===== config.mk =====
export PLATFORM = sky130hd
export DESIGN_NAME = trg_detect
export DESIGN_NICKNAME = d
export VERILOG_FILES = /design/src/rtl/trg_pkg.sv /design/src/rtl/trg_hist.sv /design/src/rtl/trg_cond.sv /design/src/rtl/trg_window.sv /design/src/rtl/trg_detect.sv
export SDC_FILE = /design/constraint.sdc
export NUM_CORES = 1
export LEC_CHECK = 0
export BUFFER_PORTS_ARGS = -buffer_cell sky130_fd_sc_hd__buf_4
export CAP_MARGIN = 20
export CORE_ASPECT_RATIO = 0.7
export CORE_MARGIN = 3
export CORE_UTILIZATION = 35
export DETAILED_ROUTE_END_ITERATION = 10
export PLACE_DENSITY = 0.65
export SYNTH_ARGS = -nofsm -noshare
export SYNTH_HDL_FRONTEND = slang
export SYNTH_HIERARCHICAL = 1
export SYNTH_SLANG_ARGS = --single-unit
export TNS_END_PERCENT = 50

===== constraint.sdc =====
create_clock -name clk -period 7.2 [get_ports clk]
set_input_delay 0 -clock clk [delete_from_list [all_inputs] [get_ports clk]]
set_output_delay 0 -clock clk [all_outputs]
set_load 0.02 [all_outputs]

===== src/rtl/trg_pkg.sv =====
package trg_pkg;
   typedef enum logic {
      PROF_NORMAL = 1'b0,
      PROF_FAST   = 1'b1
   } prof_e;

   localparam int unsigned TRG_DEF_CH  = 16;
   localparam int unsigned TRG_DEF_WIN = 8;
endpackage


===== src/rtl/trg_hist.sv =====
module trg_hist #(
   parameter int unsigned CH_W = trg_pkg::TRG_DEF_CH
) (
   input  logic            clk,
   input  logic            rst_n,
   input  logic            smp_valid,
   input  logic [CH_W-1:0] smp_data,
   output logic [CH_W-1:0] prev
);
   always_ff @(posedge clk or negedge rst_n) begin
      if (!rst_n)         prev <= '0;
      else if (smp_valid) prev <= smp_data;
   end

   // history follows every accepted sample and is frozen otherwise
   a_r7_hist_tracks: assert property (@(posedge clk) disable iff (!rst_n)
      $past(smp_valid) |-> prev == $past(smp_data));
   a_r7_hist_holds: assert property (@(posedge clk) disable iff (!rst_n)
      !$past(smp_valid) |-> $stable(prev));
endmodule


===== src/rtl/trg_cond.sv =====
module trg_cond #(
   parameter int unsigned CH_W      = trg_pkg::TRG_DEF_CH,
   parameter int unsigned MAX_EDGES = 2
) (
   input  logic            [CH_W-1:0] smp_data,
   input  logic            [CH_W-1:0] prev,
   input  logic            [CH_W-1:0] cfg_value,
   input  logic            [CH_W-1:0] cfg_mask,
   input  logic            [CH_W-1:0] cfg_rise,
   input  logic            [CH_W-1:0] cfg_fall,
   input  trg_pkg::prof_e             prof,
   output logic                       match,
   output logic                       cfg_err
);
   localparam int unsigned CNT_W = $clog2(CH_W + 1);

   logic [CH_W-1:0]  armed;
   logic [CH_W-1:0]  seen;
   logic [CNT_W-1:0] n_armed;
   logic             level_ok;
   logic             edge_ok;

   assign armed = cfg_rise | cfg_fall;

   for (genvar i = 0; i < CH_W; i++) begin : g_ch
      assign seen[i] = (cfg_rise[i] & ~prev[i] &  smp_data[i])
                     | (cfg_fall[i] &  prev[i] & ~smp_data[i]);
   end

   always_comb begin
      n_armed = '0;
      for (int i = 0; i < CH_W; i++)
         n_armed = n_armed + CNT_W'(armed[i]);
   end

   always_comb begin
      if (prof == trg_pkg::PROF_FAST) begin
         level_ok = 1'b1;
         cfg_err  = (n_armed != CNT_W'(1));
      end else begin
         level_ok = ((smp_data & cfg_mask) == cfg_value);
         cfg_err  = (n_armed > CNT_W'(MAX_EDGES));
      end
      edge_ok = (armed == '0) | (|seen);
      match   = level_ok & edge_ok & ~cfg_err;
   end
endmodule


===== src/rtl/trg_window.sv =====
module trg_window #(
   parameter int unsigned WIN = trg_pkg::TRG_DEF_WIN
) (
   input  logic                   clk,
   input  logic                   rst_n,
   input  logic                   smp_valid,
   input  logic                   match,
   output logic                   win_done,
   output logic                   win_hit,
   output logic [$clog2(WIN)-1:0] win_offset
);
   localparam int unsigned OFS_W = $clog2(WIN);
   localparam logic [OFS_W-1:0] LAST = OFS_W'(WIN - 1);

   logic [OFS_W-1:0] cnt;
   logic [OFS_W-1:0] first_idx;
   logic             found;
   logic             nxt_found;
   logic [OFS_W-1:0] nxt_idx;

   always_comb begin
      nxt_found = found | match;
      nxt_idx   = found ? first_idx : (match ? cnt : '0);
   end

   always_ff @(posedge clk or negedge rst_n) begin
      if (!rst_n) begin
         cnt        <= '0;
         first_idx  <= '0;
         found      <= 1'b0;
         win_done   <= 1'b0;
         win_hit    <= 1'b0;
         win_offset <= '0;
      end else if (smp_valid) begin
         if (cnt == LAST) begin
            win_done   <= 1'b1;
            win_hit    <= nxt_found;
            win_offset <= nxt_found ? nxt_idx : '0;
            cnt        <= '0;
            found      <= 1'b0;
            first_idx  <= '0;
         end else begin
            win_done   <= 1'b0;
            cnt        <= cnt + 1'b1;
            found      <= nxt_found;
            first_idx  <= nxt_idx;
         end
      end else begin
         win_done <= 1'b0;
      end
   end

   // a window closes only on an accepted sample; an empty window reports offset 0
   a_r9_done_on_valid: assert property (@(posedge clk) disable iff (!rst_n)
      win_done |-> $past(smp_valid));
   a_r9_miss_offset_zero: assert property (@(posedge clk) disable iff (!rst_n)
      !win_hit |-> win_offset == '0);
   a_r9_done_single: assert property (@(posedge clk) disable iff (!rst_n)
      win_done |=> !win_done);
endmodule


===== src/rtl/trg_detect.sv =====
module trg_detect #(
   parameter int unsigned CH_W      = trg_pkg::TRG_DEF_CH,
   parameter int unsigned WIN       = trg_pkg::TRG_DEF_WIN,
   parameter int unsigned MAX_EDGES = 2
) (
   input  logic                   clk,
   input  logic                   rst_n,
   input  logic                   smp_valid,
   input  logic [CH_W-1:0]        smp_data,
   input  logic [CH_W-1:0]        cfg_value,
   input  logic [CH_W-1:0]        cfg_mask,
   input  logic [CH_W-1:0]        cfg_rise,
   input  logic [CH_W-1:0]        cfg_fall,
   input  logic                   cfg_fast,
   output logic                   trig,
   output logic                   cfg_err,
   output logic                   win_done,
   output logic                   win_hit,
   output logic [$clog2(WIN)-1:0] win_offset
);
   initial begin
      assert (CH_W >= 1 && CH_W <= 1024) else $error("CH_W out of range");
      assert (WIN >= 2 && (WIN & (WIN - 1)) == 0) else $error("WIN must be a power of two >= 2");
      assert (MAX_EDGES >= 1 && MAX_EDGES <= CH_W) else $error("MAX_EDGES out of range");
   end

   logic [CH_W-1:0] prev;
   logic            match;
   trg_pkg::prof_e  prof;

   assign prof = trg_pkg::prof_e'(cfg_fast);

   trg_hist #(.CH_W(CH_W)) u_hist (
      .clk      (clk),
      .rst_n    (rst_n),
      .smp_valid(smp_valid),
      .smp_data (smp_data),
      .prev     (prev)
   );

   trg_cond #(.CH_W(CH_W), .MAX_EDGES(MAX_EDGES)) u_cond (
      .smp_data (smp_data),
      .prev     (prev),
      .cfg_value(cfg_value),
      .cfg_mask (cfg_mask),
      .cfg_rise (cfg_rise),
      .cfg_fall (cfg_fall),
      .prof     (prof),
      .match    (match),
      .cfg_err  (cfg_err)
   );

   trg_window #(.WIN(WIN)) u_win (
      .clk       (clk),
      .rst_n     (rst_n),
      .smp_valid (smp_valid),
      .match     (match),
      .win_done  (win_done),
      .win_hit   (win_hit),
      .win_offset(win_offset)
   );

   always_ff @(posedge clk or negedge rst_n) begin
      if (!rst_n) trig <= 1'b0;
      else        trig <= smp_valid & match;
   end

   // pulse follows an accepted sample
   a_r8_trig_after_valid: assert property (@(posedge clk) disable iff (!rst_n)
      trig |-> $past(smp_valid));
   // an erroneous configuration never fires
   a_r6_no_trig_on_err: assert property (@(posedge clk) disable iff (!rst_n)
      trig |-> !$past(cfg_err));
endmodule


==> results.cfg, run 1 <==
[clock_tree]
cts_buffers = 5
cts.path.max_buffers = 2
htreeDepth = 2
cts-root-buf = clkbuf_8
clock-sinks = 29
insertion_delay_ps = 280
cts_setup_buffers = 0
cts_tree = done
clk_pin_slew_ps = 60

[grt]
grt_max_degree = 30
grt_pass1_vias = 2161
overflow = 0
antenna_found_initial = 0
grt_pass1_wl_um = 10800
grt_use_total_pct = 19.4

[logic_synthesis]
synth.top_cells.by_area = dfrtp_1, fa_1, mux2_4
yosysWarnings = 6
ys_async_sr_fraction_pct = 100
synth_edf_count = 0
syn-cell-area_um2 = 2250
yosysUniqueCellTypes = 39
avgSynthCellArea_um2 = 9.77
yosysTopAreaCell = dfrtp_1
ys.flop_type = dfrtp_1
syn-instance-count = 230
syn-num-nets = 333
synth_top_area_share_pct = 32.3
ys_ff_latch = 29
seq_area_frac_synth_pct = 32.3

[timing]
fmax_ghz = 0.235
period_share_pct = 59.1
fin_setup_tns_ps = 0
tightest_slew_ps = 554
hold_viol_final = 0
fin_crit_ps = 4260
max-slew-margin-rel_pct = 62.7
grt_setup_unrepaired = no
slew_violations = 0
setup_viol = 0
fin_worst_skew_ps = 3.16

[worst_setup_path]
critPathMaxFanout = 4
path_class = in -> reg
worstPathRequired_ps = 7400
end_kind = flop
cp-start-kind = input pin
arrival_ps = 4460

[die]
core_um2 = 5960
io-pin-count = 91
start_util_pct = 37.7
dieHeight_um = 73.0
dieArea_um2 = 7430
rows = 23
die_x_um = 102

[cells_and_area]
final_cell_mix = buf_4, nand2_1, dfrtp_1
layout-drive-gt1-share_pct = 37.9
num-nets-final = 443
diodes = 0
syn_to_final_growth_pct = 43.3
layout_commonest_cell = buf_4

[route]
wl_um = 6980
drc = 0
route.antenna.remaining_nets = 0
drt-initial-drc-count = 121
via_per_inst = 5.06
dr.pass1.iters = 4
wl_per_cell_um = 16.8
vias = 2099

[placement]
gp_congestion = 0.911
io_buffers = 90
dpl.hpwl_um = 5630

[power]
sw_frac_of_total_pct = 36.1
leakage_nw = 1.49
p_sw_mw = 0.239
pwr-share-seq_pct = 34.4
power_frac_comb_pct = 44.6
power_mw = 0.661
powerDensity_nw_per_um2 = 205
p_int_mw = 0.422
ir_drop_v = 0.0000859
p_clk_share_pct = 20.9

[run_status]
status = completed

[run]
cap_violations = 0

[worst_hold_path]
min_path_type = in -> reg
## sequential cells by signal (all words and copies together), names as in the netlist
register,flops
u_win/win_done,1
u_win/cnt,3
u_win/first_idx,3
u_win/win_hit,1
u_win/win_offset,3
u_win/found,1
u_hist/prev,16
trig,1
## routing by layer
layer,up-vias,part of all wire [%],GRT usage (%)
met5,-,0,0
met4,0,1.7,5.75
met3,11,8.5,4.87
met2,85,43,28.7
met1,987,47,28.0
li1,1016,-,-
## Yosys cell counts (3+ instances only)
cell / number
mux2_4: 10
or2_2: 10
o21ai_0: 10
ha_1: 9
nor2_1: 10
fa_1: 10
nor4_1: 8
nand3b_1: 10
dfrtp_1: 29
a31oi_1: 3
buf_6: 3
or4_1: 4
inv_1: 13
a21oi_1: 5
mux2_2: 8
xnor2_1: 16
nand2_1: 40
o22ai_1: 5
## kinds of logic (layout without fill, tap and decap cells)
group / after synthesis / count (layout) / synth area share (%)
DFF: 29 / 29 / 32.3
and+or+nand+nor: 97 / 97 / 22.6
buffers and inverters: 17 / 127 / 4.57
xor gates and xnor gates: 16 / 16 / 6.24
adders and majority gates: 19 / 19 / 13.9
muxes: 20 / 20 / 11.6
AOI/OAI and AO/OA: 32 / 32 / 8.85
## area by class of cell
type,count,area [um2]
sequential,29,726
inverter,13,48.8
multi-input combinational,184,1420
tap,75,93.8
clock buffer,7,86.3
timing repair buffer,107,846
fill,559,2740
## per-stage QoR
| step | utilization, % | setup WS [ps] | instance area (um2) | std cells | hold slack [ps] |
|---|---|---|---|---|---|
| 2_1_floorplan | - | 2940 | 2250 | 230 | -296 |
| 3_3_place_gp | 49.7 | 2800 | 2960 | 391 | -46.4 |
| 3_5_place_dp | 49.7 | 2670 | 2960 | 391 | -43.9 |
| 4_1_cts | 54.0 | 2950 | 3220 | 415 | 177 |
| 5_1_grt | 54.0 | 2640 | 3220 | 415 | 208 |
| 6_report | 54.0 | 2940 | 3220 | 415 | 174 |
## worst paths after layout
kind,startpoint,endpoint,slack (ps),cells past startpoint
setup / recovery,cfg_fall[5],u_win/first_idx[1],2940,16
min in group asynchronous,rst_n,u_hist/prev[9],200,2
setup reg to reg,u_hist/prev[15],u_win/win_offset[0],4980,8
hold / removal,smp_valid,u_win/cnt[0],170,2
max in group asynchronous,rst_n,u_hist/prev[2],6720,2
hold reg to reg,u_win/first_idx[2],u_win/first_idx[2],490,1
## power groups by stage
stage	Combinational [mW]	Sequential (mW)	Clock (mW)
after floorplan	0.166	0.238	0
after global placement	0.283	0.229	0
after detailed placement	0.288	0.230	0
after CTS	0.297	0.227	0.143
after global routing	0.335	0.233	0.149
final	0.295	0.228	0.138
## worst max-delay path: stages
cell and delay [ps]:
buf_4 110, or2_2 330, fa_1 580, fa_1 450, fa_1 550, inv_1 60, fa_1 530, inv_1 40
ha_1 220, fa_1 440, mux2i_1 140, nand3_1 130, a211oi_2 270, nor2b_1 320, nand2_1 120, o2bb2ai_1 170
## repair_timing
item	4_1_cts	5_1_grt
resized for setup	0	0
endpoints found under the hold margin	45	0
hold buffers	17	0
Power figures use the tool's default switching activity.
==> run 2, diff against run 1 <==
==> constraint.sdc (replaced) <==
create_clock -name clk -period 4.25 [get_ports clk]
set_input_delay 0 -clock clk [delete_from_list [all_inputs] [get_ports clk]]
set_output_delay 0 -clock clk [all_outputs]
set_load 0.02 [all_outputs]
==> run 2 against run 1 <==
Against the previous run:
- register-to-register slack got worse by 2900 ps
- worst hold slack got worse by 1.4 ps
- sequential share of layout area fell by 0.40 points
- die area did not move
- sequential power rose by 71%
- clock-buffer cell count did not move
- utilization rose by 0.97 points
- via count rose by 0.95%
- total power rose by 73%
==> results.cfg, run 2 (synthesized netlist as in run 1, its figures left out) <==
[route]
vias = 2119
via_per_inst = 5.03
drc = 0
route.antenna.remaining_nets = 0
dr.pass1.iters = 4
wl_per_cell_um = 16.9
wl_um = 7130
drt-initial-drc-count = 83

[clock_tree]
clock-sinks = 29
cts.path.max_buffers = 2
cts_setup_buffers = 0
cts_buffers = 5
cts-root-buf = clkbuf_8
insertion_delay_ps = 280
cts_tree = done
htreeDepth = 2
clk_pin_slew_ps = 60

[cells_and_area]
largest_register_ffs = 16
layout_commonest_cell = buf_4
regMostFlops = u_hist/prev
layout-drive-gt1-share_pct = 39.6
final_cell_mix = buf_4, nand2_1, dfrtp_1
diodes = 0
num-nets-final = 449
stdcell_area_um2 = 3280
syn_to_final_growth_pct = 45.8
num-fill-cells = 567

[worst_setup_path]
reg2regPathDepth = 8
cp-startpoint = cfg_fall[5]
r2r-start = u_hist/prev[8]
path_class = in -> reg
cp-start-kind = input pin
r2r_end = u_win/win_offset[0]
end_kind = flop
critPathMaxFanout = 4
r2r_slack_ps = 2040
arrival_ps = 4280
worstPathRequired_ps = 4450

[timing]
worst_slack_ps = 177
fmax_ghz = 0.246
period_share_pct = 95.8
fin_hold_ws_ps = 172
max-slew-margin-rel_pct = 61.9
grt_setup_unrepaired = no
tightest_slew_ps = 566
fin_crit_ps = 4070
slew_violations = 0
setup_viol = 0
fin_worst_skew_ps = 3.52
hold_viol_final = 0

[placement]
dpl.hpwl_um = 5840
io_buffers = 90
gp_congestion = 0.851
place_ws_ps = -179
placed_area_um2 = 3010

[grt]
grt_pass1_vias = 2213
globalRouteMet2Util_pct = 28.5
grt_use_met3_pct = 4.97
use_met1_pct = 27.7
grt_use_total_pct = 19.4
grt_pass1_wl_um = 10800
busiest_layer = met2
antenna_found_initial = 0
grt_max_degree = 30
overflow = 0

[run]
cap_violations = 0

[die]
dieHeight_um = 73.0
start_util_pct = 37.7
dieArea_um2 = 7430
die_x_um = 102
io-pin-count = 91
core_um2 = 5960
rows = 23

[run_status]
status = completed

[worst_hold_path]
min_to = u_win/cnt[0]
worstHoldPathCells = 2
min_path_type = in -> reg
min_from = smp_valid

[power]
leakage_nw = 1.52
powerDensity_nw_per_um2 = 350
ir_drop_v = 0.000178
[run 2: changes by cell type in the layout (fill, tap and decap cells not counted), sizes merged]
cell / delta
buf: +6
[run 2: area by class of cell]
type | instances | area [um2] | share of cell area [%]
clock buffer | 7 | 86.3 | 2.63
multi-input combinational | 184 | 1430 | 43.7
timing repair buffer | 113 | 891 | 27.2
sequential | 29 | 726 | 22.1
tap | 75 | 93.8 | 2.86
inverter | 13 | 48.8 | 1.49
[run 2: how the worst max path moves through the flow]
stage,end,slack [ps]
floorplan,u_win/win_offset[2],50
global route,u_win/win_offset[1],2
finish,u_win/win_offset[1],180
detailed placement,u_win/first_idx[1],-180
CTS,u_win/win_offset[1],100
global placement,u_win/win_offset[2],-100
[run 2: where the power goes]
group	total, mW	switching, mW	internal (mW)
Clock	0.232	0.104	0.128
Combinational	0.525	0.258	0.267
Sequential	0.389	0.0546	0.334
Total	1.15	0.416	0.730
[run 2: critical path: stages]
cell and delay, ps:
buf_4 110, or2_2 320, fa_1 560, fa_1 440, fa_1 560, inv_1 60, fa_1 530, inv_1 40
ha_1 220, fa_1 450, mux2i_1 190, nand3_2 120, a211oi_2 200, nor2b_4 210, nand2_1 90, a31oi_1 170
[run 2: metrics by stage]
step	util (%)	total power, mW	std cells	setup TNS [ps]
2_1_floorplan	-	0.691	230	0
3_3_place_gp	50.6	0.883	397	-420
3_5_place_dp	50.6	0.900	397	-846
4_1_cts	54.9	1.15	421	0
5_1_grt	55.0	1.23	421	0
6_report	55.0	1.15	421	0
[run 2: routing by layer]
metal	vias up	routed length (um)
met4	0	135
met2	83	3070
li1	1030	-
met3	13	539
met5	-	0
met1	993	3390
[run 2: timing repair]
action,CTS,global route
resized for setup,0,2
hold endpoints to repair,45,0
setup endpoints to repair,0,5
hold buffers,17,0
==> run 3, diff against run 2 <==
--- a/config.mk
+++ b/config.mk
@@ -12,6 +12,7 @@
 export CORE_UTILIZATION = 35
 export DETAILED_ROUTE_END_ITERATION = 10
 export PLACE_DENSITY = 0.65
+export REMOVE_ABC_BUFFERS = 1
 export SYNTH_ARGS = -nofsm -noshare
 export SYNTH_HDL_FRONTEND = slang
 export SYNTH_HIERARCHICAL = 1
==> constraint.sdc (replaced) <==
create_clock -name clk -period 4.7 [get_ports clk]
set_input_delay 0 -clock clk [delete_from_list [all_inputs] [get_ports clk]]
set_output_delay 0 -clock clk [all_outputs]
set_load 0.02 [all_outputs]
==> run 3 against run 2 <==
Against the previous run:
- global-route usage barely moved
- largest power group unchanged
- die area stayed put
- combinational power down 14%
- register-to-register slack better by 350 ps
- critical path depth stayed put
- total power down 10%
- final cell count decreased by 1.2%
==> results.cfg, run 3 (synthesized netlist as in run 1, its figures left out) <==
[route]
route.antenna.remaining_nets = 0
drt-initial-drc-count = 50
via_per_inst = 5.00
wl_per_cell_um = 16.4
vias = 2080
wl_um = 6820
drc = 0
dr.pass1.iters = 4

[clock_tree]
cts.path.max_buffers = 2
cts-resized-gates = 0
clk_pin_slew_ps = 70
cts-root-buf = clkbuf_8
htreeDepth = 2
clock-sinks = 29
cts_tree = done
cts_buffers = 5
insertion_delay_ps = 290

[timing]
fin_worst_skew_ps = 5.04
tightest_slew_ps = 512
slew_violations = 0
period_share_pct = 90.8
fin_setup_tns_ps = 0
fmax_ghz = 0.234
setup_viol = 0
worst_slack_ps = 431
hold_viol_final = 0
max-slew-margin-rel_pct = 65.5
fin_crit_ps = 4270
grt_setup_unrepaired = no

[power]
ir_drop_v = 0.000179
p_sw_mw = 0.368
leakage_nw = 1.50
powerDensity_nw_per_um2 = 319
sw_frac_of_total_pct = 35.6
power_mw = 1.03
pwr-share-seq_pct = 33.6
p_clk_share_pct = 22.7
power_frac_comb_pct = 43.7
p_int_mw = 0.664

[grt]
grt_pass1_wl_um = 10700
grt_pass1_vias = 2114
overflow = 0
antenna_found_initial = 0
grt_use_total_pct = 19.3
use_met1_pct = 28.6
grt_max_degree = 30
grt_use_met3_pct = 4.58
globalRouteMet2Util_pct = 27.8
busiest_layer = met1

[die]
rows = 23
die_x_um = 102
dieArea_um2 = 7430
start_util_pct = 37.7
dieHeight_um = 73.0
io-pin-count = 91
core_um2 = 5960

[placement]
dpl.hpwl_um = 5470
place_inst = 391
io_buffers = 90
place_ws_ps = 160
gp_congestion = 0.879

[cells_and_area]
final_cell_mix = buf_4, nand2_1, dfrtp_1
num-fill-cells = 538
diodes = 0
regMostFlops = u_hist/prev
syn_to_final_growth_pct = 43.9
layout-drive-gt1-share_pct = 38.4
stdcell_count = 416
largest_register_ffs = 16
layout_commonest_cell = buf_4
num-nets-final = 443

[worst_setup_path]
arrival_ps = 4470
end_kind = flop
critPathMaxFanout = 4
path_class = in -> reg
worstPathRequired_ps = 4900
cp-start-kind = input pin

[worst_hold_path]
min_path_type = in -> reg

[run_status]
status = completed

[run]
cap_violations = 0
[run 3: cell type report]
cell class	instances	area (um2)	area share [%]
Tap cell	75	93.8	2.90
Clock inverter	1	5.00	0.155
Timing Repair Buffer	107	846	26.2
Inverter	13	48.8	1.51
Clock buffer	7	96.3	2.98
Sequential cell	29	726	22.4
Multi-Input combinational cell	184	1420	43.9
[run 3: stage by stage]
| stage | hold WS (ps) | utilization, % | cell area (um2) |
|---|---|---|---|
| after CTS | 172 | 54.3 | 3230 |
| final | 172 | 54.3 | 3230 |
| after global placement | -46.7 | 49.7 | 2960 |
| after global routing | 192 | 54.3 | 3230 |
| after floorplan | -296 | - | 2190 |
| after detailed placement | -43.1 | 49.7 | 2960 |
[run 3: repair_timing]
| action | in CTS | in global routing |
|---|---|---|
| setup endpoints to repair | 0 | 0 |
| hold buffers | 17 | 0 |
| hold endpoints to repair | 45 | 0 |
| setup buffers | 0 | 0 |
[run 3: path summary, 6_finish.rpt]
| kind | end | from | cells after the start | slack [ps] |
|---|---|---|---|---|
| worst max-delay path | u_win/win_offset[1] | cfg_fall[5] | 16 | 430 |
| worst min-delay path | u_win/found | smp_valid | 2 | 170 |
| worst max register to register | u_win/first_idx[0] | u_hist/prev[8] | 7 | 2390 |
| worst min register to register | u_win/first_idx[2] | u_win/first_idx[2] | 1 | 500 |
| max in group asynchronous | u_win/cnt[1] | rst_n | 2 | 4230 |
| min in group asynchronous | u_hist/prev[2] | rst_n | 2 | 190 |
[run 3: routing by layer]
layer  routed length (um)  vias up
met5                    0        -
li1                     -     1022
met3                  714       12
met4                  125        0
met2                 2810       86
met1                 3170      960
[run 3: critical path, stage by stage]
cell,delay (ps)
buf_4,110
or2_2,320
fa_1,570
fa_1,440
fa_1,540
inv_1,60
fa_1,530
inv_1,40
ha_1,220
fa_1,440
mux2i_1,150
nand3_1,130
a211oi_2,260
nor2b_1,340
nand2_1,120
a31oi_1,190
[run 3: power groups by stage]
stage	sequential [mW]	combinational (mW)	clock (mW)
after floorplan	0.365	0.245	0
after global routing	0.355	0.513	0.254
after detailed placement	0.350	0.438	0
after CTS	0.346	0.452	0.240
final	0.347	0.451	0.234
after global placement	0.351	0.429	0
